==> src/rtl/irq_test_rst_mask.sv <==
module irq_test_rst_mask #(
  parameter int DATA_W = 32,
  parameter int IRQ_N  = 64
) (
  input  logic              clk,
  input  logic              rst_n,
  input  logic              wr_en,
  input  logic [DATA_W-1:0] wr_data,
  output logic [DATA_W-1:0] rd_data,
  input  logic              wdog_req,
  input  logic              cpu_err_req,
  input  logic              bc_rst_req,
  output logic              wdog_rst_out,
  output logic              cpu_err_rst_out,
  output logic              bc_rst_out,
  output logic [IRQ_N-1:0]  irq_evt
);
  localparam int SRC_W = $clog2(IRQ_N);
  localparam int SRC_LO = 3;
  localparam int KEY_LO = SRC_LO + SRC_W;
  localparam int FLD_W = KEY_LO + 2;

  logic [FLD_W-1:0] cfg_q;
  logic [1:0]       key_q, key_d;
  logic [SRC_W-1:0] src_d;
  logic             fire;
  logic             unused_hi;

  assign key_q = cfg_q[KEY_LO +: 2];
  assign key_d = wr_data[KEY_LO +: 2];
  assign src_d = wr_data[SRC_LO +: SRC_W];
  assign fire  = wr_en && (key_d == ~key_q);
  assign unused_hi = ^wr_data[DATA_W-1:FLD_W];

  always_ff @(posedge clk or negedge rst_n) begin
    if (!rst_n) begin
      cfg_q   <= '0;
      irq_evt <= '0;
    end else begin
      if (wr_en) cfg_q <= wr_data[FLD_W-1:0];
      irq_evt <= fire ? ({{(IRQ_N-1){1'b0}}, 1'b1} << src_d) : '0;
    end
  end

  assign rd_data         = {{(DATA_W-FLD_W){1'b0}}, cfg_q};
  assign cpu_err_rst_out = cpu_err_req & ~cfg_q[0];
  assign wdog_rst_out    = wdog_req    & ~cfg_q[1];
  assign bc_rst_out      = bc_rst_req  & ~cfg_q[2];


  evt_onehot_chk: assert property (@(posedge clk) disable iff (!rst_n)
    $onehot0(irq_evt));

  idle_no_evt_chk: assert property (@(posedge clk) disable iff (!rst_n)
    !wr_en |=> irq_evt == '0);

  idle_hold_chk: assert property (@(posedge clk) disable iff (!rst_n)
    !wr_en |=> $stable(rd_data));

  wdog_mask_chk: assert property (@(posedge clk) disable iff (!rst_n)
    wdog_rst_out |-> !rd_data[1] && wdog_req);

  cpu_mask_chk: assert property (@(posedge clk) disable iff (!rst_n)
    cpu_err_rst_out |-> !rd_data[0] && cpu_err_req);

  bc_mask_chk: assert property (@(posedge clk) disable iff (!rst_n)
    bc_rst_out |-> !rd_data[2] && bc_rst_req);

  hi_zero_chk: assert property (@(posedge clk) disable iff (!rst_n)
    rd_data[DATA_W-1:FLD_W] == '0);
endmodule

==> config.mk <==
export PLATFORM = sky130hd
export DESIGN_NAME = irq_test_rst_mask
export DESIGN_NICKNAME = d
export VERILOG_FILES = /design/src/rtl/irq_test_rst_mask.sv
export SDC_FILE = /design/constraint.sdc
export NUM_CORES = 1
export LEC_CHECK = 0
export BUFFER_PORTS_ARGS = -buffer_cell sky130_fd_sc_hd__clkbuf_2
export CAP_MARGIN = 5
export CORE_MARGIN = 2
export CORE_UTILIZATION = 50
export CTS_CLUSTER_DIAMETER = 200
export DETAILED_ROUTE_END_ITERATION = 8
export PLACE_DENSITY_LB_ADDON = 0.25
export SLEW_MARGIN = 15
export SYNTH_ARGS = -nofsm -noshare
export SYNTH_HDL_FRONTEND = slang
export SYNTH_SLANG_ARGS = --single-unit
==> constraint.sdc <==
create_clock -name clk -period 3.1 [get_ports clk]
set_clock_uncertainty 0.05 [all_clocks]
set_input_delay 0.31 -clock clk [delete_from_list [all_inputs] [get_ports clk]]
set_output_delay 0.31 -clock clk [all_outputs]
set_load 0.05 [all_outputs]
==> Yosys cells after proc, flatten, opt, wreduce, memory -nomap -nowiden <==
Index checks and enable logic that the tools add are counted.
{ "classes": {"n_eq_ne": 1, "shift": 1, "muxes": 1, "bitwise": 7, "reduce_logical": 1} }
{ "op_table": {"columns": ["operator", "n"], "rows": [
  ["$mux 64", 1],
  ["$shl 1x6->64 const A", 1],
  ["$and 1x1->1", 3],
  ["$not 1->1", 3],
  ["$eq 2x2->1", 1],
  ["$not 2->2", 1],
  ["$logic_and 1x1->1", 1]
]} }
{ "word_totals": {"reg_bits": 75, "in_bits": 38} }

==> Depth between registers and ports, before layout <==
Gate-level depths: netlist (run 1).
{ "logic_depth": {"ltp_word": 4, "depth_mapped": 5, "mapped_depth_nobuf": 2} }

==> Worst setup path before layout (run 1) <==
Ideal clock, no wire load.
{ "synth_timing": {"path_type": "reg2out", "from": "register cfg_q[2]", "to": "output bc_rst_out", "t_arrival_ns": 1.327, "path_slack_ns": 1.413, "path_stages_with_launch": 2, "cell_sequence": "dfrtp_1 nor2b_1"} }
{ "synth_via": {"elab_chain_len": 2} }
{ "synth_lines": {"columns": ["item", "line", "text"], "rows": [
  ["start: declaration", "23", "logic [FLD_W-1:0] cfg_q;"],
  ["start signal: assignment", "40", "if (wr_en) cfg_q <= wr_data[FLD_W-1:0];"],
  ["$not 1->1", "48", "assign bc_rst_out = bc_rst_req & ~cfg_q[2];"],
  ["$and 1x1->1", "48", null],
  ["end: declaration", "15", "output logic bc_rst_out,"]
]} }
Every way passes these cells.

==> Worst setup path in the final report (run 1) <==
{ "layout_timing": {"from": "register cfg_q[9]", "to": "register irq_evt[44]"} }
{ "layout_via": {"elab_chain_len": 4} }
{ "layout_lines": {"columns": ["item", "line", "text"], "rows": [
  ["$not 2->2", "32", "assign fire = wr_en && (key_d == ~key_q);"],
  ["$eq 2x2->1", "32", null],
  ["$logic_and 1x1->1", "32", null],
  ["$mux 64", "41", "irq_evt <= fire ? ({{(IRQ_N-1){1'b0}}, 1'b1} << src_d) : '0;"],
  ["end signal: assignment", "41", null],
  ["end: declaration", "16", "output logic [IRQ_N-1:0] irq_evt"]
]} }
Every way passes these cells.
A chain may end at the register's enable or synchronous reset.

==> impl_metrics.sql, run 1 <==
INSERT INTO impl_metrics (metric_group, metric, value, unit) VALUES
('yosys', 'yosysTopAreaCellShare', '62.8', '%'),
('worst_setup_path', 'timing.setup.critical_path_class', 'flop to flop', ''),
('detailed_routing', 'wl_cell', '16.0', 'um'),
('timing', 'final-hold-violation-count', '0', ''),
('global_route', 'via_count_of_the_first_global_routing_pass', '1828', ''),
('clocking', 'cts_tree', 'yes', ''),
('cells_and_area', 'share_of_post_route_cells_with_drive_strength_above_1', '44.5', '%'),
('clocking', 'tritoncts.num_buffers', '9', ''),
('detailed_routing', 'drt_drc_violations_left', '0', ''),
('yosys', 'synth_warnings', '0', ''),
('detailed_routing', 'detail-route-antenna-nets', '0', ''),
('clocking', 'insertion_delay', '0.33', 'ns'),
('worst_setup_path', 'cp.arrival', '1.68', 'ns'),
('placement', 'dp.cells', '367', ''),
('global_route', 'grt_pass1_wl', '9.35', 'mm'),
('cells_and_area', 'antenna_cells_inserted', '0', ''),
('global_route', 'globalRouteOverflowTotal', '0', ''),
('detailed_routing', 'drt-vias-per-instance', '5.45', ''),
('yosys', 'synth-seq-cells', '75', ''),
('placement', 'routabilityCongestion', '0.710', ''),
('die', 'initial_utilization', '51.0', '%'),
('timing', 'timing.max_slew.rel_slack', '40.3', '%'),
('die', 'dieArea', '0.00661', 'mm^2'),
('worst_setup_path', 'cp-end-kind', 'flop', ''),
('yosys', 'syn-mean-instance-area', '13.6', 'um^2'),
('worst_hold_path', 'holdCritPathClass', 'input port to asynchronous set/reset pin', ''),
('die', 'die_width', '81.3', 'um'),
('cells_and_area', 'mostFrequentLayoutCells', 'sky130_fd_sc_hd__clkbuf_2, sky130_fd_sc_hd__dfrtp_1, sky130_fd_sc_hd__nor4_1', ''),
('pwr', 'leakagePower', '1.76', 'nW'),
('cells_and_area', 'design.final.nets', '341', ''),
('die', 'die_h', '81.3', 'um'),
('worst_setup_path', 'worst_setup_path_start_kind', 'flop', ''),
('yosys', 'yosysTopAreaCell', 'sky130_fd_sc_hd__dfrtp_1', ''),
('die', 'floorplan.core_area', '0.00585', 'mm^2'),
('detailed_routing', 'post_detailed_routing_wire_length', '6.12', 'mm'),
('global_route', 'initial_antenna_violation_count', '0', ''),
('yosys', 'synthTopCellsByArea', 'sky130_fd_sc_hd__dfrtp_1, sky130_fd_sc_hd__nor4_1, sky130_fd_sc_hd__buf_4, sky130_fd_sc_hd__nor4_2, sky130_fd_sc_hd__mux2_2', ''),
('pwr', 'power_density', '606', 'mW/mm^2'),
('clocking', 'clock_sink_count', '75', ''),
('global_route', 'grt_start_max_net_pins', '76', ''),
('cells_and_area', 'instances_no_fill', '383', ''),
('worst_setup_path', 'path_max_fanout', '64', ''),
('yosys', 'synthesis.instances', '220', ''),
('placement', 'pre_cts_ws', '1.29', 'ns'),
('placement', 'io_buffer_count', '94', ''),
('timing', 'final_period_minus_worst_setup_slack', '1.55', 'ns'),
('cells_and_area', 'mostFrequentLayoutCell', 'sky130_fd_sc_hd__clkbuf_2', ''),
('yosys', 'seq_area_frac_synth', '62.8', '%'),
('global_route', 'grtUsageTotal', '18.8', '%'),
('clocking', 'clkSlewWorstSetupHoldPaths', '0.08', 'ns'),
('clocking', 'cts-root-buf', 'sky130_fd_sc_hd__clkbuf_8', ''),
('cells_and_area', 'flow.area_growth_from_synthesis', '21.3', '%'),
('timing', 'final.setup.worst_slack', '1.55', 'ns'),
('timing', 'report.final.slew_viol_count', '0', ''),
('timing', 'worst_hold_slack', '0.0583', 'ns'),
('timing', 'max_freq', '647', 'MHz'),
('clocking', 'cts.hold.buffers_added', '0', ''),
('timing', 'grt_setup_unrepaired', 'false', ''),
('clocking', 'post_cts_resize_count', '0', ''),
('detailed_routing', 'detail_route.first_pass.iterations', '4', ''),
('run', 'drv_cap', '0', ''),
('worst_setup_path', 'worstPathRequired', '3.23', 'ns'),
('timing', 'timing.setup.tns', '0', 'ns'),
('detailed_routing', 'via_count', '2086', ''),
('placement', 'dpl.hpwl', '3.87', 'mm'),
('timing', 'post-route-period-util', '49.9', '%'),
('worst_setup_path', 'reg2reg_depth', '3', ''),
('clocking', 'cts.htree.levels', '3', ''),
('die', 'rows', '28', ''),
('pwr', 'largest_vdd_supply_drop', '0.318', 'mV'),
('die', 'boundaryPins', '137', ''),
('clocking', 'clockBufferDepth', '2', ''),
('yosys', 'syn-cell-area', '0.00299', 'mm^2'),
('yosys', 'yosys.cell_types.count', '21', ''),
('detailed_routing', 'drt_iter0_markers', '86', ''),
('timing', 'setup_viol', '0', ''),
('status', 'outcome', 'completed', ''),
('timing', 'max_slew.worst_pin.slew', '0.895', 'ns'),
('clocking', 'post-cts-setup-buffers', '0', ''),
('pwr', 'design_power_total', '2.19', 'mW');
## sequential cells by signal, summed over array words and instances, names as in the netlist
register and flops:
irq_evt 64, cfg_q 11
## Yosys cell counts, drive strengths merged
library cell	count
nand4b	4
nor4	64
conb	1
nand3	1
or4b	4
nand4	1
dfrtp	75
or4	1
or3b	1
nor2b	3
buf	35
nand3b	2
clkbuf	9
mux2	11
xnor2	2
nand4bb	6
## report_power, final
| group | internal (mW) | switching [mW] |
|---|---|---|
| sequential | 0.994 | 0.0115 |
| clock | 0.521 | 0.339 |
| combinational | 0.0578 | 0.271 |
| total | 1.57 | 0.621 |
## metal layers
layer	up-vias	track usage, %	part of all wire, %
li1	952	-	-
met1	1020	27.8	44
met2	107	27.9	47
met3	7	3.56	7.0
met4	0	6.61	1.4
met5	-	0	0
## cell families (layout without fill, tap and decap cells)
family,Yosys count,in the layout,share of synthesized area (%)
muxes,11,11,4.15
other,1,21,0.126
buffers and inverters,44,112,9.26
xor gates and xnor gates,2,2,0.838
DFF,75,75,62.8
and+or+nand+nor,87,87,22.8
## critical path: stages, from the launching register on
cell                      delay, ns
sky130_fd_sc_hd__dfrtp_1       0.45
sky130_fd_sc_hd__xnor2_4       0.17
sky130_fd_sc_hd__buf_4         0.56
sky130_fd_sc_hd__nor4_1        0.14
## final cells by class
cell class / instances / area (um^2)
fillers: 484 / 2230
flip-flops and latches: 75 / 1880
multi-input cells: 121 / 927
repair buffers: 96 / 488
clock buffers: 13 / 169
well taps: 75 / 93.8
clock inverters: 3 / 68.8
## path summary, 6_finish.rpt
check / from / endpoint / slack [ns]
worst min-delay path: rst_n / irq_evt[4] / 0.06
min in group clk: wr_data[2] / cfg_q[2] / 0.16
worst max-delay path: cfg_q[9] / irq_evt[44] / 1.55
max in group asynchronous: rst_n / cfg_q[0] / 2.36
worst min register to register: cfg_q[4] / cfg_q[4] / 0.47
worst max register to register: cfg_q[9] / irq_evt[44] / 1.55
## stage by stage
step	utilization [%]	cell area [um^2]
finish	61.9	3620
global route	61.9	3620
CTS	61.9	3620
detailed placement	57.9	3390
global placement	57.9	3390
floorplan	-	3060
No activity file was read; power rests on OpenSTA's default activity.
==> run 2: changes to the inputs <==
--- a/config.mk
+++ b/config.mk
@@ -8,7 +8,7 @@
 export BUFFER_PORTS_ARGS = -buffer_cell sky130_fd_sc_hd__clkbuf_2
 export CAP_MARGIN = 5
 export CORE_MARGIN = 2
-export CORE_UTILIZATION = 50
+export CORE_UTILIZATION = 46
 export CTS_CLUSTER_DIAMETER = 200
 export DETAILED_ROUTE_END_ITERATION = 8
 export PLACE_DENSITY_LB_ADDON = 0.25
==> constraint.sdc (replaced) <==
create_clock -name clk -period 1.6 [get_ports clk]
set_clock_uncertainty 0.05 [all_clocks]
set_input_delay 0.16 -clock clk [delete_from_list [all_inputs] [get_ports clk]]
set_output_delay 0.16 -clock clk [all_outputs]
set_load 0.05 [all_outputs]
==> run 2 against run 1 <==
  * Maximum frequency rose by 11%
  * Clock power rose by 80%
  * Routed wire length rose by 2.3%
  * Largest power group unchanged
  * Sequential cell count did not move
  * Combinational power rose by 110%
  * Core utilization fell by 2.6 points
  * Global-route usage fell by 0.93 points
  * Die area rose by 8.3%
  * Sequential power rose by 93%
==> impl_metrics.sql, run 2 (synthesis results as in run 1) <==
INSERT INTO impl_metrics (metric_group, metric, value, unit) VALUES
('clocking', 'clkSlewWorstSetupHoldPaths', '0.08', 'ns'),
('detailed_routing', 'drt_drc_violations_left', '0', ''),
('clocking', 'cts.htree.levels', '3', ''),
('cells_and_area', 'antenna_cells_inserted', '0', ''),
('timing', 'final-hold-violation-count', '0', ''),
('clocking', 'insertion_delay', '0.34', 'ns'),
('worst_setup_path', 'path_max_fanout', '64', ''),
('cells_and_area', 'largest_register_ffs', '64', ''),
('timing', 'grt_setup_unrepaired', 'false', ''),
('detailed_routing', 'drt_iter0_markers', '91', ''),
('worst_setup_path', 'worst_setup_path_start_kind', 'flop', ''),
('pwr', 'leakagePower', '1.81', 'nW'),
('timing', 'post-route-period-util', '87.0', '%'),
('detailed_routing', 'detail_route.first_pass.iterations', '4', ''),
('global_route', 'grt_start_max_net_pins', '65', ''),
('cells_and_area', 'share_of_post_route_cells_with_drive_strength_above_1', '45.5', '%'),
('die', 'floorplan.core_area', '0.00631', 'mm^2'),
('placement', 'dpl.hpwl', '4.14', 'mm'),
('status', 'outcome', 'completed', ''),
('worst_setup_path', 'worstPathRequired', '1.77', 'ns'),
('global_route', 'via_count_of_the_first_global_routing_pass', '1985', ''),
('cells_and_area', 'flow.area_growth_from_synthesis', '25.4', '%'),
('detailed_routing', 'post_detailed_routing_wire_length', '6.26', 'mm'),
('clocking', 'clock_sink_count', '75', ''),
('timing', 'setup_viol', '0', ''),
('run', 'drv_cap', '0', ''),
('placement', 'placed_area', '0.00349', 'mm^2'),
('timing', 'max_freq', '718', 'MHz'),
('worst_setup_path', 'timing.setup.critical_path_class', 'flop to flop', ''),
('pwr', 'largest_vdd_supply_drop', '0.614', 'mV'),
('worst_setup_path', 'cp_slowest_cell', 'sky130_fd_sc_hd__dfrtp_1', ''),
('clocking', 'cts_tree', 'yes', ''),
('placement', 'io_buffer_count', '94', ''),
('clocking', 'cts-root-buf', 'sky130_fd_sc_hd__clkbuf_8', ''),
('cells_and_area', 'design_area', '0.00375', 'mm^2'),
('clocking', 'tritoncts.num_buffers', '9', ''),
('worst_setup_path', 'worstPathCellList', 'xnor2_4 > buf_12 > nor4_1', ''),
('placement', 'routabilityCongestion', '0.732', ''),
('die', 'die_h', '84.6', 'um'),
('cells_and_area', 'mostFrequentLayoutCells', 'sky130_fd_sc_hd__clkbuf_2, sky130_fd_sc_hd__dfrtp_1, sky130_fd_sc_hd__nor4_1', ''),
('timing', 'final_period_minus_worst_setup_slack', '1.39', 'ns'),
('detailed_routing', 'wl_cell', '15.8', 'um'),
('die', 'die_width', '84.6', 'um'),
('worst_hold_path', 'holdCritPathClass', 'input port to flop', ''),
('cells_and_area', 'top_regs', 'irq_evt (64), cfg_q (11)', ''),
('timing', 'timing.setup.tns', '0', 'ns'),
('cells_and_area', 'num-fill-cells', '531', ''),
('cells_and_area', 'design.final.nets', '352', ''),
('die', 'initial_utilization', '47.3', '%'),
('clocking', 'clockBufferDepth', '2', ''),
('detailed_routing', 'detail-route-antenna-nets', '0', ''),
('worst_setup_path', 'cp.arrival', '1.56', 'ns'),
('global_route', 'grtUsageTotal', '17.9', '%'),
('worst_setup_path', 'crit_path_max_incr_delay', '0.45', 'ns'),
('pwr', 'power_density', '1120', 'mW/mm^2'),
('die', 'dieArea', '0.00715', 'mm^2'),
('cells_and_area', 'mostFrequentLayoutCell', 'sky130_fd_sc_hd__clkbuf_2', ''),
('detailed_routing', 'via_count', '2119', ''),
('die', 'rows', '29', ''),
('global_route', 'initial_antenna_violation_count', '0', ''),
('clocking', 'post-cts-setup-buffers', '0', ''),
('timing', 'report.final.slew_viol_count', '0', ''),
('detailed_routing', 'drt-vias-per-instance', '5.35', ''),
('global_route', 'grt_pass1_wl', '10.1', 'mm'),
('die', 'boundaryPins', '137', ''),
('cells_and_area', 'most_flop_heavy_register', 'irq_evt', ''),
('global_route', 'globalRouteOverflowTotal', '0', ''),
('pwr', 'design_power_total', '4.19', 'mW'),
('worst_setup_path', 'cp-end-kind', 'flop', '');
[run 2: cell count changes in the layout (fill, tap and decap cells not counted), moves of 3 or more]
| cell | change |
|---|---|
| sky130_fd_sc_hd__buf_4 | +4 |
| sky130_fd_sc_hd__clkbuf_8 | -3 |
| sky130_fd_sc_hd__dlygate4sd3_1 | +4 |
| sky130_fd_sc_hd__buf_12 | +3 |
| sky130_fd_sc_hd__clkinv_2 | +3 |
[run 2: where the power goes]
part	leakage, nW	switching, mW	internal (mW)
registers	1.02	0.0242	1.93
logic	0.676	0.531	0.158
clock network	0.113	0.674	0.874
[run 2: per-layer routing]
| metal | wire length (um) | global-route usage (%) | share of wire (%) |
|---|---|---|---|
| met1 | 2680 | 25.3 | 43 |
| met2 | 3010 | 26.8 | 48 |
| met3 | 513 | 6.29 | 8.2 |
| met4 | 56 | 4.47 | 0.89 |
| met5 | 0 | 0 | 0 |
[run 2: timing repair]
action	4_1_cts	5_1_grt
hold buffers	3	1
resized for setup	0	0
setup endpoints to repair	0	0
endpoints found under the hold margin	29	1
[run 2: final timing paths]
kind                       startpoint     endpoint  slack, ns  depth (start not counted)
setup / recovery            cfg_q[10]  irq_evt[45]       0.21                          3
hold / removal             wr_data[8]     cfg_q[8]       0.06                          2
setup reg to reg            cfg_q[10]  irq_evt[45]       0.21                          3
hold reg to reg              cfg_q[8]     cfg_q[8]       0.46                          1
max in group asynchronous       rst_n  irq_evt[25]       0.73                          3
min in group asynchronous       rst_n  irq_evt[54]       0.21                          2
[run 2: through the flow]
stage | util, % | instances | hold WS [ns] | setup slack [ns]
2_1_floorplan | - | 240 | -0.186 | 0.0339
3_3_place_gp | 55.3 | 376 | 0.0397 | 0.180
3_5_place_dp | 55.3 | 376 | 0.0435 | 0.0944
4_1_cts | 59.2 | 395 | 0.000541 | 0.219
5_1_grt | 59.3 | 396 | 0.0660 | 0.146
6_report | 59.3 | 396 | 0.0605 | 0.208
[run 2: layout make-up]
class | instances | area, um^2 | area share (%)
Clock inverter | 7 | 92.6 | 2.47
Multi-Input combinational cell | 121 | 938 | 25.1
Timing Repair Buffer | 107 | 618 | 16.5
Tap cell | 77 | 96.3 | 2.57
Sequential cell | 75 | 1880 | 50.1
Clock buffer | 9 | 124 | 3.31
[run 2: worst max-delay path, delay by kind of cell, from the launching register on]
family        cells  cell delay [ns]
simple gates      1             0.38
buf+inv           1             0.20
xor+xnor          1             0.17
flops             1             0.45
==> run 3: changes to the inputs <==
--- a/config.mk
+++ b/config.mk
@@ -11,6 +11,7 @@
 export CORE_UTILIZATION = 46
 export CTS_CLUSTER_DIAMETER = 200
 export DETAILED_ROUTE_END_ITERATION = 8
+export MAX_ROUTING_LAYER = met4
 export PLACE_DENSITY_LB_ADDON = 0.25
 export SLEW_MARGIN = 15
 export SYNTH_ARGS = -nofsm -noshare
==> run 3 against run 2 <==
  * Combinational power barely moved
  * Worst hold slack improved by 0.0013 ns
  * Critical path depth unchanged
  * Register-to-register slack barely moved
  * Largest power group unchanged
  * Core utilization unchanged
  * Sequential share of layout area unchanged
  * Sequential cell count is the same
  * Clock power about the same
  * Cell area unchanged
  * Worst setup slack worse by 0.0048 ns
  * First-iteration DRC count up 8.8%
  * Count of clock-buffer cells in the layout unchanged
==> impl_metrics.sql, run 3 (synthesis results as in run 1) <==
INSERT INTO impl_metrics (metric_group, metric, value, unit) VALUES
('status', 'outcome', 'completed', ''),
('timing', 'final_period_minus_worst_setup_slack', '1.40', 'ns'),
('clocking', 'tritoncts.num_buffers', '9', ''),
('cells_and_area', 'mostFrequentLayoutCell', 'sky130_fd_sc_hd__clkbuf_2', ''),
('global_route', 'initial_antenna_violation_count', '0', ''),
('detailed_routing', 'drt_drc_violations_left', '0', ''),
('cells_and_area', 'share_of_post_route_cells_with_drive_strength_above_1', '45.5', '%'),
('cells_and_area', 'flow.area_growth_from_synthesis', '25.4', '%'),
('die', 'floorplan.core_area', '0.00631', 'mm^2'),
('pwr', 'largest_vdd_supply_drop', '0.614', 'mV'),
('detailed_routing', 'post_detailed_routing_wire_length', '6.25', 'mm'),
('die', 'dieArea', '0.00715', 'mm^2'),
('cells_and_area', 'antenna_cells_inserted', '0', ''),
('clocking', 'cts.htree.levels', '3', ''),
('worst_setup_path', 'reg2reg_depth', '3', ''),
('clocking', 'clock_sink_count', '75', ''),
('die', 'initial_utilization', '47.3', '%'),
('worst_hold_path', 'holdCritPathClass', 'input port to flop', ''),
('detailed_routing', 'wl_cell', '15.8', 'um'),
('placement', 'dp.cells', '376', ''),
('detailed_routing', 'drt-vias-per-instance', '5.32', ''),
('worst_hold_path', 'timing.hold.worst_path_depth', '2', ''),
('clocking', 'clkSlewWorstSetupHoldPaths', '0.08', 'ns'),
('pwr', 'power_density', '1120', 'mW/mm^2'),
('clocking', 'cts-root-buf', 'sky130_fd_sc_hd__clkbuf_8', ''),
('pwr', 'leakagePower', '1.81', 'nW'),
('clocking', 'post-cts-setup-buffers', '0', ''),
('worst_setup_path', 'worstReg2RegEnd', 'irq_evt[45]', ''),
('worst_setup_path', 'path_max_fanout', '64', ''),
('worst_setup_path', 'cp-end-kind', 'flop', ''),
('die', 'die_h', '84.6', 'um'),
('cells_and_area', 'mostFrequentLayoutCells', 'sky130_fd_sc_hd__clkbuf_2, sky130_fd_sc_hd__dfrtp_1, sky130_fd_sc_hd__nor4_1', ''),
('timing', 'max_freq', '716', 'MHz'),
('global_route', 'grt_pass1_wl', '10.2', 'mm'),
('placement', 'io_buffer_count', '94', ''),
('worst_setup_path', 'worst_setup_path_start_kind', 'flop', ''),
('detailed_routing', 'detail-route-antenna-nets', '0', ''),
('timing', 'setup_viol', '0', ''),
('worst_hold_path', 'min_from', 'wr_data[8]', ''),
('timing', 'report.final.slew_viol_count', '0', ''),
('run', 'drv_cap', '0', ''),
('detailed_routing', 'via_count', '2106', ''),
('timing', 'grt_setup_unrepaired', 'false', ''),
('cells_and_area', 'num-fill-cells', '531', ''),
('global_route', 'grtUsageTotal', '18.6', '%'),
('global_route', 'via_count_of_the_first_global_routing_pass', '1982', ''),
('timing', 'timing.setup.tns', '0', 'ns'),
('die', 'rows', '29', ''),
('timing', 'post-route-period-util', '87.3', '%'),
('placement', 'routabilityCongestion', '0.741', ''),
('clocking', 'insertion_delay', '0.34', 'ns'),
('clocking', 'cts_tree', 'yes', ''),
('worst_setup_path', 'worstPathRequired', '1.77', 'ns'),
('worst_setup_path', 'worst-r2r-setup-slack', '0.20', 'ns'),
('timing', 'worst_hold_slack', '0.0618', 'ns'),
('worst_hold_path', 'worstHoldEndpoint', 'cfg_q[8]', ''),
('cells_and_area', 'most_flop_heavy_register', 'irq_evt', ''),
('worst_setup_path', 'reg2reg_from', 'cfg_q[10]', ''),
('global_route', 'globalRouteOverflowTotal', '0', ''),
('worst_setup_path', 'cp.arrival', '1.57', 'ns'),
('detailed_routing', 'detail_route.first_pass.iterations', '4', ''),
('worst_setup_path', 'timing.setup.critical_path_class', 'flop to flop', ''),
('detailed_routing', 'drt_iter0_markers', '99', ''),
('timing', 'final-hold-violation-count', '0', ''),
('cells_and_area', 'instances_no_fill', '396', ''),
('global_route', 'grt_start_max_net_pins', '65', ''),
('clocking', 'clockBufferDepth', '2', ''),
('pwr', 'design_power_total', '4.19', 'mW'),
('placement', 'dpl.hpwl', '4.14', 'mm'),
('die', 'die_width', '84.6', 'um'),
('cells_and_area', 'largest_register_ffs', '64', ''),
('worst_setup_path', 'timing.critical_path.from', 'cfg_q[10]', ''),
('cells_and_area', 'top_regs', 'irq_evt (64), cfg_q (11)', ''),
('die', 'boundaryPins', '137', ''),
('cells_and_area', 'design.final.nets', '352', '');
-- run 3: cell counts in the layout (fill, tap and decap cells not counted) --
Identical to the previous run, type by type.
-- run 3: final cells by class --
type | count | area (um^2) | area share, %
Multi-Input combinational cell | 121 | 938 | 25.1
Clock buffer | 9 | 124 | 3.31
Tap cell | 77 | 96.3 | 2.57
Sequential cell | 75 | 1880 | 50.1
Clock inverter | 7 | 92.6 | 2.47
Timing Repair Buffer | 107 | 618 | 16.5
-- run 3: layer usage --
metal  track usage [%]  share of wire [%]  up-vias
met1              25.7                 44     1025
met3              5.90                7.2        6
met5                 -                  0        -
met2              26.8                 48       95
met4              4.47               0.82        0
li1                  -                  -      980
-- run 3: power breakdown --
part	internal, mW	total (mW)	switching (mW)
Sequential	1.93	1.95	0.0242
Clock	0.874	1.55	0.676
Combinational	0.158	0.690	0.532
-- run 3: what timing repair did --
action                                 CTS  global route
endpoints found under the hold margin   29             1
hold buffers                             3             1
gates resized for setup                  0             0
-- run 3: worst max-delay path by stage --
stage / endpoint / slack, ns / depth (start not counted)
floorplan: irq_evt[17] / 0.03 / 3
global route: irq_evt[45] / 0.15 / 3
finish: irq_evt[45] / 0.20 / 3
global placement: irq_evt[33] / 0.18 / 3
CTS: irq_evt[45] / 0.22 / 3
detailed placement: irq_evt[34] / 0.09 / 3
-- run 3: worst max-delay path, cell delays in order, from the launching register on --
cell and delay (ns):
sky130_fd_sc_hd__dfrtp_1 0.45, sky130_fd_sc_hd__xnor2_4 0.18, sky130_fd_sc_hd__buf_12 0.20, sky130_fd_sc_hd__nor4_1 0.38
-- run 3: metrics by stage --
step                      worst slack (ns)  instance area [um^2]  utilization (%)
final                                0.203                  3750             59.3
after global routing                 0.149                  3750             59.3
after CTS                            0.219                  3740             59.2
after detailed placement            0.0944                  3490             55.3
after global placement               0.180                  3490             55.3
after floorplan                     0.0339                  3080                -
